### src/rtl/uirq_pkg.sv
package uirq_pkg;

   typedef enum logic [2:0] {
      SEL_NONE = 3'd0,
      SEL_STAT = 3'd1,
      SEL_MSET = 3'd2,
      SEL_MCLR = 3'd3,
      SEL_MRO  = 3'd4
   } wsel_e;

   localparam int unsigned DEF_ADDR_W = 4;
   localparam int unsigned DEF_N_LIVE = 5;
   localparam int unsigned DEF_N_EVT  = 5;

   localparam logic [DEF_ADDR_W-1:0] DEF_A_MSET = 4'h2;
   localparam logic [DEF_ADDR_W-1:0] DEF_A_MCLR = 4'h3;
   localparam logic [DEF_ADDR_W-1:0] DEF_A_MASK = 4'h4;
   localparam logic [DEF_ADDR_W-1:0] DEF_A_STAT = 4'h5;

endpackage

### src/rtl/uirq_wr_decode.sv
module uirq_wr_decode
   import uirq_pkg::*;
#(
   parameter int unsigned ADDR_W = DEF_ADDR_W,
   parameter logic [ADDR_W-1:0] A_MSET = DEF_A_MSET,
   parameter logic [ADDR_W-1:0] A_MCLR = DEF_A_MCLR,
   parameter logic [ADDR_W-1:0] A_MASK = DEF_A_MASK,
   parameter logic [ADDR_W-1:0] A_STAT = DEF_A_STAT
) (
   input  logic              wr_en,
   input  logic [ADDR_W-1:0] wr_addr,
   output wsel_e             sel
);

   if (A_MSET == A_MCLR || A_MSET == A_MASK || A_MSET == A_STAT ||
       A_MCLR == A_MASK || A_MCLR == A_STAT || A_MASK == A_STAT) begin : g_bad_map
      $error("uirq_wr_decode: register addresses must be distinct");
   end

   always_comb begin
      sel = SEL_NONE;
      if (wr_en) begin
         if (wr_addr == A_STAT)      sel = SEL_STAT;
         else if (wr_addr == A_MSET) sel = SEL_MSET;
         else if (wr_addr == A_MCLR) sel = SEL_MCLR;
         else if (wr_addr == A_MASK) sel = SEL_MRO;
      end
   end

endmodule

### src/rtl/uirq_mask_reg.sv
module uirq_mask_reg #(
   parameter int unsigned NB = 10
) (
   input  logic          clk,
   input  logic          rst_n,
   input  logic          set_stb,
   input  logic          clr_stb,
   input  logic [NB-1:0] wdata,
   output logic [NB-1:0] mask_q
);

   if (NB < 1) begin : g_bad_nb
      $error("uirq_mask_reg: NB must be at least 1");
   end

   logic [NB-1:0] mask_d;

   always_comb begin
      mask_d = mask_q;
      if (set_stb)      mask_d = mask_q | wdata;
      else if (clr_stb) mask_d = mask_q & ~wdata;
   end

   always_ff @(posedge clk or negedge rst_n) begin
      if (!rst_n) mask_q <= '0;
      else        mask_q <= mask_d;
   end

   // written ones appear in the mask after a set strobe
   p_mask_set_r4: assert property (@(posedge clk) disable iff (!rst_n)
      set_stb |=> ((mask_q & $past(wdata)) == $past(wdata)));

   // written ones vanish and other bits survive after a clear strobe
   p_mask_clr_r5: assert property (@(posedge clk) disable iff (!rst_n)
      (clr_stb && !set_stb) |=> (mask_q == ($past(mask_q) & ~$past(wdata))));

endmodule

### src/rtl/uirq_sticky_stat.sv
module uirq_sticky_stat #(
   parameter int unsigned NB = 10
) (
   input  logic          clk,
   input  logic          rst_n,
   input  logic [NB-1:0] set_i,
   input  logic [NB-1:0] clr_i,
   output logic [NB-1:0] stat_o
);

   if (NB < 1) begin : g_bad_nb
      $error("uirq_sticky_stat: NB must be at least 1");
   end

   for (genvar b = 0; b < NB; b++) begin : g_bit
      logic q;
      always_ff @(posedge clk or negedge rst_n) begin
         if (!rst_n) q <= 1'b0;
         else        q <= set_i[b] | (q & ~clr_i[b]);
      end
      assign stat_o[b] = q;
   end

   // any set source leaves its bit high on the next cycle
   p_set_lands_r8: assert property (@(posedge clk) disable iff (!rst_n)
      (set_i != '0) |=> ((stat_o & $past(set_i)) == $past(set_i)));

   // an uncleared bit never drops
   p_sticky_hold_r2: assert property (@(posedge clk) disable iff (!rst_n)
      ($past(stat_o) != '0) |=> ((stat_o & $past(stat_o) & ~$past(clr_i)) ==
                                 ($past(stat_o) & ~$past(clr_i))));

   // cleared bits without a set source are low afterwards
   p_w1c_r7: assert property (@(posedge clk) disable iff (!rst_n)
      (clr_i != '0) |=> ((stat_o & $past(clr_i) & ~$past(set_i)) == '0));

endmodule

### src/rtl/uirq_out.sv
module uirq_out #(
   parameter int unsigned NB      = 10,
   parameter bit          REG_OUT = 1'b1
) (
   input  logic          clk,
   input  logic          rst_n,
   input  logic [NB-1:0] mask_i,
   input  logic [NB-1:0] stat_i,
   output logic          irq_o
);

   logic hit;
   assign hit = |(mask_i & stat_i);

   if (REG_OUT) begin : g_reg
      logic irq_q;
      always_ff @(posedge clk or negedge rst_n) begin
         if (!rst_n) irq_q <= 1'b0;
         else        irq_q <= hit;
      end
      assign irq_o = irq_q;
   end else begin : g_comb
      assign irq_o = hit;
   end

endmodule

### src/rtl/uart_irq_ctl.sv
module uart_irq_ctl
   import uirq_pkg::*;
#(
   parameter int unsigned ADDR_W = DEF_ADDR_W,
   parameter int unsigned N_LIVE = DEF_N_LIVE,
   parameter int unsigned N_EVT  = DEF_N_EVT,
   parameter logic [ADDR_W-1:0] A_MSET = DEF_A_MSET,
   parameter logic [ADDR_W-1:0] A_MCLR = DEF_A_MCLR,
   parameter logic [ADDR_W-1:0] A_MASK = DEF_A_MASK,
   parameter logic [ADDR_W-1:0] A_STAT = DEF_A_STAT,
   parameter bit REG_OUT = 1'b1
) (
   input  logic                    clk,
   input  logic                    rst_n,
   input  logic                    wr_en,
   input  logic [ADDR_W-1:0]       wr_addr,
   input  logic [N_LIVE+N_EVT-1:0] wr_data,
   input  logic [N_LIVE-1:0]       live_stat,
   input  logic [N_EVT-1:0]        evt_pulse,
   output logic [N_LIVE+N_EVT-1:0] mask_o,
   output logic [N_LIVE+N_EVT-1:0] status_o,
   output logic                    irq_o
);

   localparam int unsigned NB = N_LIVE + N_EVT;

   if (N_LIVE < 1 || N_EVT < 1) begin : g_bad_src
      $error("uart_irq_ctl: need at least one live and one event source");
   end

   wsel_e         sel;
   logic [NB-1:0] set_vec;
   logic [NB-1:0] clr_vec;

   uirq_wr_decode #(
      .ADDR_W (ADDR_W),
      .A_MSET (A_MSET),
      .A_MCLR (A_MCLR),
      .A_MASK (A_MASK),
      .A_STAT (A_STAT)
   ) u_dec (
      .wr_en   (wr_en),
      .wr_addr (wr_addr),
      .sel     (sel)
   );

   assign set_vec = {evt_pulse, live_stat};
   assign clr_vec = (sel == SEL_STAT) ? wr_data : '0;

   uirq_mask_reg #(.NB(NB)) u_mask (
      .clk     (clk),
      .rst_n   (rst_n),
      .set_stb (sel == SEL_MSET),
      .clr_stb (sel == SEL_MCLR),
      .wdata   (wr_data),
      .mask_q  (mask_o)
   );

   uirq_sticky_stat #(.NB(NB)) u_stat (
      .clk    (clk),
      .rst_n  (rst_n),
      .set_i  (set_vec),
      .clr_i  (clr_vec),
      .stat_o (status_o)
   );

   uirq_out #(.NB(NB), .REG_OUT(REG_OUT)) u_out (
      .clk    (clk),
      .rst_n  (rst_n),
      .mask_i (mask_o),
      .stat_i (status_o),
      .irq_o  (irq_o)
   );

   // a write to the mask's own address leaves it unchanged
   p_mask_ro_r6: assert property (@(posedge clk) disable iff (!rst_n)
      (wr_en && wr_addr == A_MASK) |=> $stable(mask_o));

   if (REG_OUT) begin : g_irq_chk
      // line low one clock after no masked bit is pending
      p_irq_quiet_r9: assert property (@(posedge clk) disable iff (!rst_n)
         ((mask_o & status_o) == '0) |=> !irq_o);
      // line high one clock after a masked bit is pending
      p_irq_raise_r9: assert property (@(posedge clk) disable iff (!rst_n)
         ((mask_o & status_o) != '0) |=> irq_o);
   end

   // everything idle while in reset
   always @(posedge clk) begin
      if (!rst_n) begin
         p_reset_zero_r10: assert (mask_o == '0 && status_o == '0 && !irq_o);
      end
   end

endmodule

### config.mk
export PLATFORM = sky130hd
export DESIGN_NAME = uart_irq_ctl
export DESIGN_NICKNAME = d
export VERILOG_FILES = /design/src/rtl/uirq_pkg.sv /design/src/rtl/uirq_wr_decode.sv /design/src/rtl/uirq_mask_reg.sv /design/src/rtl/uirq_sticky_stat.sv /design/src/rtl/uirq_out.sv /design/src/rtl/uart_irq_ctl.sv
export SDC_FILE = /design/constraint.sdc
export NUM_CORES = 1
export LEC_CHECK = 0
export BUFFER_PORTS_ARGS = -buffer_cell sky130_fd_sc_hd__buf_2
export CORE_MARGIN = 8
export CORE_UTILIZATION = 50
export DETAILED_ROUTE_END_ITERATION = 12
export GPL_ROUTABILITY_DRIVEN = 1
export PLACE_DENSITY = 0.84
export SLEW_MARGIN = 20
export SYNTH_ARGS = -nofsm -noshare
export SYNTH_HDL_FRONTEND = slang
export SYNTH_HIERARCHICAL = 1
export SYNTH_SLANG_ARGS = --single-unit
export TNS_END_PERCENT = 30
### constraint.sdc
create_clock -name clk -period 1.6 [get_ports clk]
set_input_delay 0.08 -clock clk [delete_from_list [all_inputs] [get_ports clk]]
set_output_delay 0.08 -clock clk [all_outputs]
set_load 0.02 [all_outputs]
==> results of run 1 <==
## report_power, final
part / leakage [nW] / total (mW) / switching, mW / internal (mW)
Combinational: 0.410 / 0.318 / 0.171 / 0.147
Clock: 0.0150 / 0.248 / 0.152 / 0.0967
Sequential: 0.203 / 0.646 / 0.0540 / 0.592
Total: 0.628 / 1.21 / 0.376 / 0.836
## layout by cell type (no fill, tap or decap)
cell type | synthesis | routed
nor4bb_2 | 0 | 1
a21o_1 | 10 | 10
clkbuf_1 | 0 | 1
and4bb_2 | 2 | 2
a22oi_1 | 3 | 3
and4b_1 | 2 | 2
buf_4 | 10 | 6
nor3b_1 | 1 | 1
inv_1 | 10 | 10
a221oi_2 | 1 | 1
nor2_1 | 1 | 1
diode_2 | 0 | 1
nor4bb_1 | 9 | 8
dlygate4sd3_1 | 0 | 11
clkbuf_4 | 0 | 3
buf_2 | 2 | 47
dfrtp_1 | 21 | 21
and3b_1 | 1 | 1
nand2_1 | 10 | 10
nand4_1 | 1 | 1
a22o_1 | 11 | 11
xor2_1 | 1 | 1
## cells by family (layout without fill, tap and decap cells)
family	after synthesis	after routing	share of synthesized area, %
simple gates	27	27	18.11
buf+inv	25	78	14.24
other cells	0	1	0
flops	21	21	47.84
xor+xnor	1	1	0.7974
compound gates	25	25	19.02
## metrics by stage
stage	cells	hold slack, ns	setup WS (ns)	utilization [%]	total power [mW]
final	181	0.02449	0.3936	67.04	1.212
after global routing	181	0.02902	0.3107	67.04	1.272
after CTS	180	0.02642	0.4283	66.92	1.221
after detailed placement	165	0.05467	0.08975	60.57	0.9551
after global placement	165	0.05189	0.1852	60.57	0.9486
after floorplan	99	-0.2156	0.3051	-	0.8185
## metal layers
metal | vias to the layer above | track usage (%) | share of wire (%)
li1 | 453 | - | -
met1 | 439 | 17.35 | 47
met2 | 37 | 22.28 | 45
met3 | 2 | 4.839 | 7.3
met4 | 0 | 3.419 | 1.1
met5 | - | 0 | 0
## final timing paths
kind / end / slack, ns / depth (start not counted)
min: flop / 0.02 / 2
min reg2reg: u_stat/g_bit[4].q / 0.52 / 1
max in group asynchronous: u_stat/g_bit[2].q / 1.02 / 2
max reg2reg: u_out/irq_o / 0.48 / 3
max: flop / 0.39 / 6
min in group asynchronous: async pin / 0.26 / 2
## worst reg2reg max path, stage by stage (launching register included)
cell and delay (ns):
dfrtp_1 0.42, a22o_1 0.25, a221oi_2 0.20, nand4_1 0.12
## final cells by class
| cell class | count | area, µm² | share of cell area [%] |
|---|---|---|---|
| antenna | 1 | 2.502 | 0.1738 |
| clock buffer | 4 | 26.28 | 1.825 |
| inverter | 10 | 37.54 | 2.606 |
| multi-input combinational | 53 | 422.9 | 29.37 |
| sequential | 21 | 525.5 | 36.49 |
| tap | 28 | 35.03 | 2.433 |
| timing repair buffer | 64 | 390.4 | 27.11 |
==> results.toml, run 1 <==
[die]
die_h_um = 62.88
io_pins = 48
start_util_pct = 51.14
fp-row-count = 17
fp.dieW_um = 62.88
die_area_mm2 = 0.003953
coreArea_mm2 = 0.002148

[pwr]
p_per_area_mw_per_mm2 = 841.7
p_leak_nw = 0.6280
vdd_drop_max_uv = 489.3

[drt]
drt_iter0_drc = 43
drtAntennaViolNets = 0
drt-vias-per-instance = 5.144
drc_errors = 0
vias = 931
routed_wl_um = 2734
wl_per_cell_um = 15.10
drtPass1Iterations = 4

[yosys]
synthFlopType = "dfrtp_1"
syn_avg_cell_area_um2 = 11.10
synth_common_cells = "21 x dfrtp_1, 11 x a22o_1"
synthesis.area_mm2 = 0.001099
yosys-top-cells-area = "dfrtp_1 48%, a22o_1 8.8%, nor4bb_1 8.2%"
yosys.area.top_type_share_pct = 47.84
async_flop_share_pct = 100.0
syn-num-nets = 126
synth_cells = 99
synth.most_common_cell = "dfrtp_1"
synth_edf_count = 0
synth.lib_cells_used.distinct = 18
synth_top_cell_by_area = "dfrtp_1"
synth_seq_cells = 21
ys_warn_count = 6
ys_seq_area_share_pct = 47.84

[global_routing]
grt_max_degree = 22
antenna_found_initial = 1
track_usage_pct = 13.93
grt_pass1_wl_um = 4719
grt-ovfl-total = 0
grt_pass1_vias = 1052

[placement]
gp_congestion = 0.7807
placed_area_mm2 = 0.001301
dpl.hpwl_um = 2054
portBuffers = 47

[worst_setup_path]
worstSetupPathType = "primary input to flop"
worstPathCellList = "buf_2 -> xor2_1 -> and4b_1 -> and3b_1 -> nand2_1 -> a22o_1"
cpMaxStageDelayCell = "and3b_1"
end_kind = "flop"
cp_num_buf_inv = 1
critPathMaxFanout = 10
slowest_delay_ns = 0.41
crit_family = "simple AND/OR/NAND/NOR gates"
crit_arrival_ns = 1.39
cp.required_ns = 1.78
critPathLaunchType = "primary input"
crit_start = "wr_addr[1]"

[clock_network]
cts.path.max_buffers = 2
cts_setup_buffers = 0
htreeDepth = 1
cts.repair.resized = 0
clk_transition_reported_paths_ns = 0.12
cts_num_sinks = 21
hold_buffers = 11
cts_buffers = 3
clk_latency_ns = 0.29
cts_tree = "built"
cts_root_buf = "clkbuf_4"

[layout]
fin_nets = 180
fillers = 172
area_growth_pct = 31.09
drive_gt1_share_pct = 39.47
final_area_mm2 = 0.001440

[timing]
max_slew_margin_pct = 69.62
worstMarginPinSlew_ns = 0.4557
rsz0062_at_grt = "false"
setup_violations = 0
post-route-period-util_pct = 75.40
drv_slew = 0
period_needed_ns = 1.206
hold_violations = 0
skew_ns = 0.008616
max_freq_mhz = 828.9
setup_tns_ns = 0

[min_path]
hold_path.class = "primary input to flop"
hp-start = "wr_data[2]"

[status]
status = "completed"

[run]
maxCapViolCount = 0
No activity file was read; power rests on OpenSTA's default activity.
==> run 2: changes to the inputs <==
--- a/config.mk
+++ b/config.mk
@@ -7,10 +7,10 @@
 export LEC_CHECK = 0
 export BUFFER_PORTS_ARGS = -buffer_cell sky130_fd_sc_hd__buf_2
 export CORE_MARGIN = 8
-export CORE_UTILIZATION = 50
+export CORE_UTILIZATION = 46
 export DETAILED_ROUTE_END_ITERATION = 12
 export GPL_ROUTABILITY_DRIVEN = 1
-export PLACE_DENSITY = 0.84
+export PLACE_DENSITY = 0.78
 export SLEW_MARGIN = 20
 export SYNTH_ARGS = -nofsm -noshare
 export SYNTH_HDL_FRONTEND = slang
==> constraint.sdc (replaced) <==
create_clock -name clk -period 1.2 [get_ports clk]
set_input_delay 0.06 -clock clk [delete_from_list [all_inputs] [get_ports clk]]
set_output_delay 0.06 -clock clk [all_outputs]
set_load 0.02 [all_outputs]
==> results.toml, run 2 (synthesized netlist as in run 1, its figures left out) <==
[clock_network]
htreeDepth = 1
hold_buffers = 13
clk_latency_ns = 0.30
cts.repair.resized = 0
cts.path.max_buffers = 2
cts_setup_buffers = 0
cts_buffers = 3
cts_num_sinks = 21
cts_tree = "built"
clk_transition_reported_paths_ns = 0.12
cts_root_buf = "clkbuf_4"

[die]
fp-row-count = 17
die_area_mm2 = 0.004208
start_util_pct = 49.19
die_h_um = 64.87
coreArea_mm2 = 0.002233
io_pins = 48
fp.dieW_um = 64.87

[pwr]
p_leak_nw = 0.6698
switchingPower_uw = 519.3
seqPwrFrac_pct = 52.3
p_comb_share_pct = 26.8
p_clk_share_pct = 20.8
vdd_drop_max_uv = 821.2
p_sw_share_pct = 31.61
p_per_area_mw_per_mm2 = 1088
p_int_mw = 1.123

[layout]
num_antenna_cells = 0
area_growth_pct = 37.47
final_common_cell = "buf_2"
layout_common_cells = "47 x buf_2, 21 x dfrtp_1, 14 x dlygate4sd3_1"
drive_gt1_share_pct = 40.88
multi_input_area_um2 = 431.7
fin_nets = 187
final_cells = 187
seqCellArea_um2 = 525.5
final_util_pct = 67.62
fillers = 184

[timing]
setup_slack_ns = 0.1188
rsz0062_at_grt = "false"
post-route-period-util_pct = 90.10
max_freq_mhz = 924.9
skew_ns = 0.008702
worstMarginPinSlew_ns = 0.4513
hold_violations = 0
setup_violations = 0
period_needed_ns = 1.081
drv_slew = 0
max_slew_margin_pct = 69.91
setup_tns_ns = 0

[placement]
dpl.hpwl_um = 2176
dp.cells = 169
dp_slack_ns = -0.1567
gp_congestion = 0.7704
portBuffers = 47

[status]
status = "completed"

[global_routing]
antenna_found_initial = 0
track_usage_pct = 13.65
grt_max_degree = 22
grt_pass1_vias = 1073
grt-ovfl-total = 0
grt_pass1_wl_um = 4636

[drt]
drtPass1Iterations = 4
vias = 959
drc_errors = 0
drt_iter0_drc = 27
wl_per_cell_um = 15.13
routed_wl_um = 2830
drt-vias-per-instance = 5.128
drtAntennaViolNets = 0

[min_path]
hold_path.class = "primary input to flop"

[worst_setup_path]
critPathMaxFanout = 3
cp.required_ns = 1.39
end_kind = "flop"
critPathLaunchType = "flop"
crit_arrival_ns = 1.27
worstSetupPathType = "flop to flop"

[run]
maxCapViolCount = 0
## run 2: through the flow
step	power, mW	hold slack (ns)	cell area, µm²
5_1_grt	1.736	0.006410	1510
2_1_floorplan	1.094	-0.2356	1114
6_report	1.643	0.01544	1510
4_1_cts	1.663	0.001778	1500
3_5_place_dp	1.283	0.03851	1340
3_3_place_gp	1.268	0.02872	1340
## run 2: power by group through the flow
| stage | combinational, mW | clock (mW) | sequential, mW |
|---|---|---|---|
| global route | 0.474 | 0.391 | 0.871 |
| global placement | 0.399 | 0 | 0.869 |
| finish | 0.441 | 0.342 | 0.860 |
| detailed placement | 0.408 | 0 | 0.875 |
| floorplan | 0.138 | 0 | 0.956 |
| CTS | 0.444 | 0.358 | 0.861 |
## run 2: critical path, stage by stage, from the launching register on
cell and delay (ns):
dfrtp_1 0.41, a22o_1 0.25, a221oi_2 0.20, nand4_1 0.12
## run 2: layout make-up
type / count / share of cell area, %
inverters: 10 / 2.485
multi-input cells: 53 / 28.58
well taps: 28 / 2.320
repair buffers: 71 / 29.83
clock inverters: 1 / 0.4971
clock buffers: 3 / 1.491
flip-flops and latches: 21 / 34.80
## run 2: worst paths after layout
kind	startpoint	endpoint	slack, ns	cells past startpoint
max reg2reg	flop	u_out/irq_o	0.12	3
max in group asynchronous	rst_n	async pin	0.66	2
max	flop	u_out/irq_o	0.12	3
min	wr_data[1]	flop	0.02	2
min reg2reg	u_stat/g_bit[0].q	u_stat/g_bit[0].q	0.52	1
min in group asynchronous	rst_n	u_stat/g_bit[8].q	0.21	2
## run 2: per-layer routing
layer / global-route usage, % / routed length, µm
met1: 16.21 / 1249
met4: 7.084 / 59
met5: 0 / 0
met2: 21.61 / 1326
met3: 4.296 / 195
==> run 3: changes to the inputs <==
--- a/config.mk
+++ b/config.mk
@@ -5,12 +5,13 @@
 export SDC_FILE = /design/constraint.sdc
 export NUM_CORES = 1
 export LEC_CHECK = 0
+export ABC_CLOCK_PERIOD_IN_PS = 1200
 export BUFFER_PORTS_ARGS = -buffer_cell sky130_fd_sc_hd__buf_2
 export CORE_MARGIN = 8
 export CORE_UTILIZATION = 46
 export DETAILED_ROUTE_END_ITERATION = 12
 export GPL_ROUTABILITY_DRIVEN = 1
-export PLACE_DENSITY = 0.78
+export PLACE_DENSITY = 0.75
 export SLEW_MARGIN = 20
 export SYNTH_ARGS = -nofsm -noshare
 export SYNTH_HDL_FRONTEND = slang
==> results.toml, run 3 (synthesized netlist as in run 1, its figures left out) <==
[die]
die_area_mm2 = 0.004208
io_pins = 48
die_h_um = 64.87
fp-row-count = 17
start_util_pct = 49.19
coreArea_mm2 = 0.002233
fp.dieW_um = 64.87

[clock_network]
clk_transition_reported_paths_ns = 0.12
cts.path.max_buffers = 2
cts_buffers = 3
clk_latency_ns = 0.29
hold_buffers = 14
cts_tree = "built"
cts.repair.resized = 0
cts_setup_buffers = 0
cts_num_sinks = 21
htreeDepth = 1
cts_root_buf = "clkbuf_4"

[timing]
period_needed_ns = 1.069
rsz0062_at_grt = "false"
hold_violations = 0
setup_violations = 0
skew_ns = 0.004658
post-route-period-util_pct = 89.10
worstMarginPinSlew_ns = 0.4714
max_freq_mhz = 935.3
max_slew_margin_pct = 68.57
drv_slew = 0

[run]
maxCapViolCount = 0

[drt]
wl_per_cell_um = 15.38
vias = 933
drt-met1-wl_um = 1173
routed-wl-met2_um = 1516
drc_errors = 0
route.met3.wl_um = 153
drtPass1Iterations = 2
top_layer = "met4"
drt_iter0_drc = 32
routed_wl_um = 2860
drt-vias-per-instance = 5.016
drtAntennaViolNets = 0

[layout]
area_growth_pct = 36.56
drive_gt1_share_pct = 40.51
layout_common_cells = "47 x buf_2, 21 x dfrtp_1, 14 x dlygate4sd3_1"
num_antenna_cells = 0
fin_nets = 186
final_util_pct = 67.17
fillers = 192
final_common_cell = "buf_2"

[worst_setup_path]
critPathMaxFanout = 3
end_kind = "flop"
cp.required_ns = 1.38
critPathLaunchType = "flop"
worstSetupPathType = "flop to flop"
crit_arrival_ns = 1.25

[global_routing]
track_usage_pct = 13.66
antenna_found_initial = 0
grt-ovfl-total = 0
grt_max_degree = 22
grt_pass1_vias = 1083
grt_pass1_wl_um = 4657

[placement]
gp_congestion = 0.7869
dpl.hpwl_um = 2202
portBuffers = 47

[min_path]
hold_path.class = "primary input to flop"
hp-start = "wr_data[4]"

[pwr]
vdd_drop_max_uv = 773.2
total_power_mw = 1.627
p_per_area_mw_per_mm2 = 1085
p_leak_nw = 0.6682

[status]
status = "completed"
## run 3: cell types whose count changed in the layout (fill, tap and decap cells not counted)
cell	delta
buf_4	-1
clkinvlp_4	-1
clkinv_2	+1
## run 3: cell type report
cell class                      instances  area (µm²)  share of cell area, %
Multi-Input combinational cell         53       431.7                  28.77
Sequential cell                        21       525.5                  35.03
Inverter                               10       37.54                  2.502
Clock buffer                            3       22.52                  1.501
Timing Repair Buffer                   70       442.9                  29.52
Tap cell                               28       35.03                  2.335
Clock inverter                          1       5.005                 0.3336
## run 3: power breakdown
part / switching (mW) / internal, mW / leakage (nW)
logic: 0.233 / 0.206 / 0.447
registers: 0.0701 / 0.790 / 0.203
clock network: 0.205 / 0.124 / 0.0177
total: 0.508 / 1.12 / 0.668
## run 3: path summary, 6_finish.rpt
| check | endpoint | slack, ns | cells after the start |
|---|---|---|---|
| worst max-delay path | u_out/irq_o | 0.13 | 3 |
| worst min-delay path | flop | 0.02 | 2 |
| worst max register to register | u_out/irq_o | 0.13 | 3 |
| worst min register to register | u_stat/g_bit[3].q | 0.52 | 1 |
| max in group asynchronous | u_stat/g_bit[2].q | 0.62 | 2 |
| min in group asynchronous | async pin | 0.25 | 2 |
## run 3: per-layer routing
metal	up-vias	global-route usage, %
met5	-	0
met4	0	4.905
met3	2	3.436
met2	21	26.09
met1	445	13.91
li1	465	-
## run 3: critical path, cell delays in order (launching register included)
cell	delay (ns)
dfrtp_1	0.42
a22o_1	0.26
a221oi_2	0.17
nand4_1	0.11
## run 3: stage by stage
stage               hold slack (ns)  worst slack, ns  cell area [µm²]  setup TNS (ns)  cells
finish                      0.01589           0.1308             1500               0    186
global route               0.004924          0.06030             1500               0    186
CTS                       0.0005722           0.1200             1500               0    186
detailed placement          0.04639          -0.2086             1333          -1.994    168
global placement            0.03365          -0.1108             1333          -1.380    168
floorplan                   -0.2356          0.03749             1114               0     99
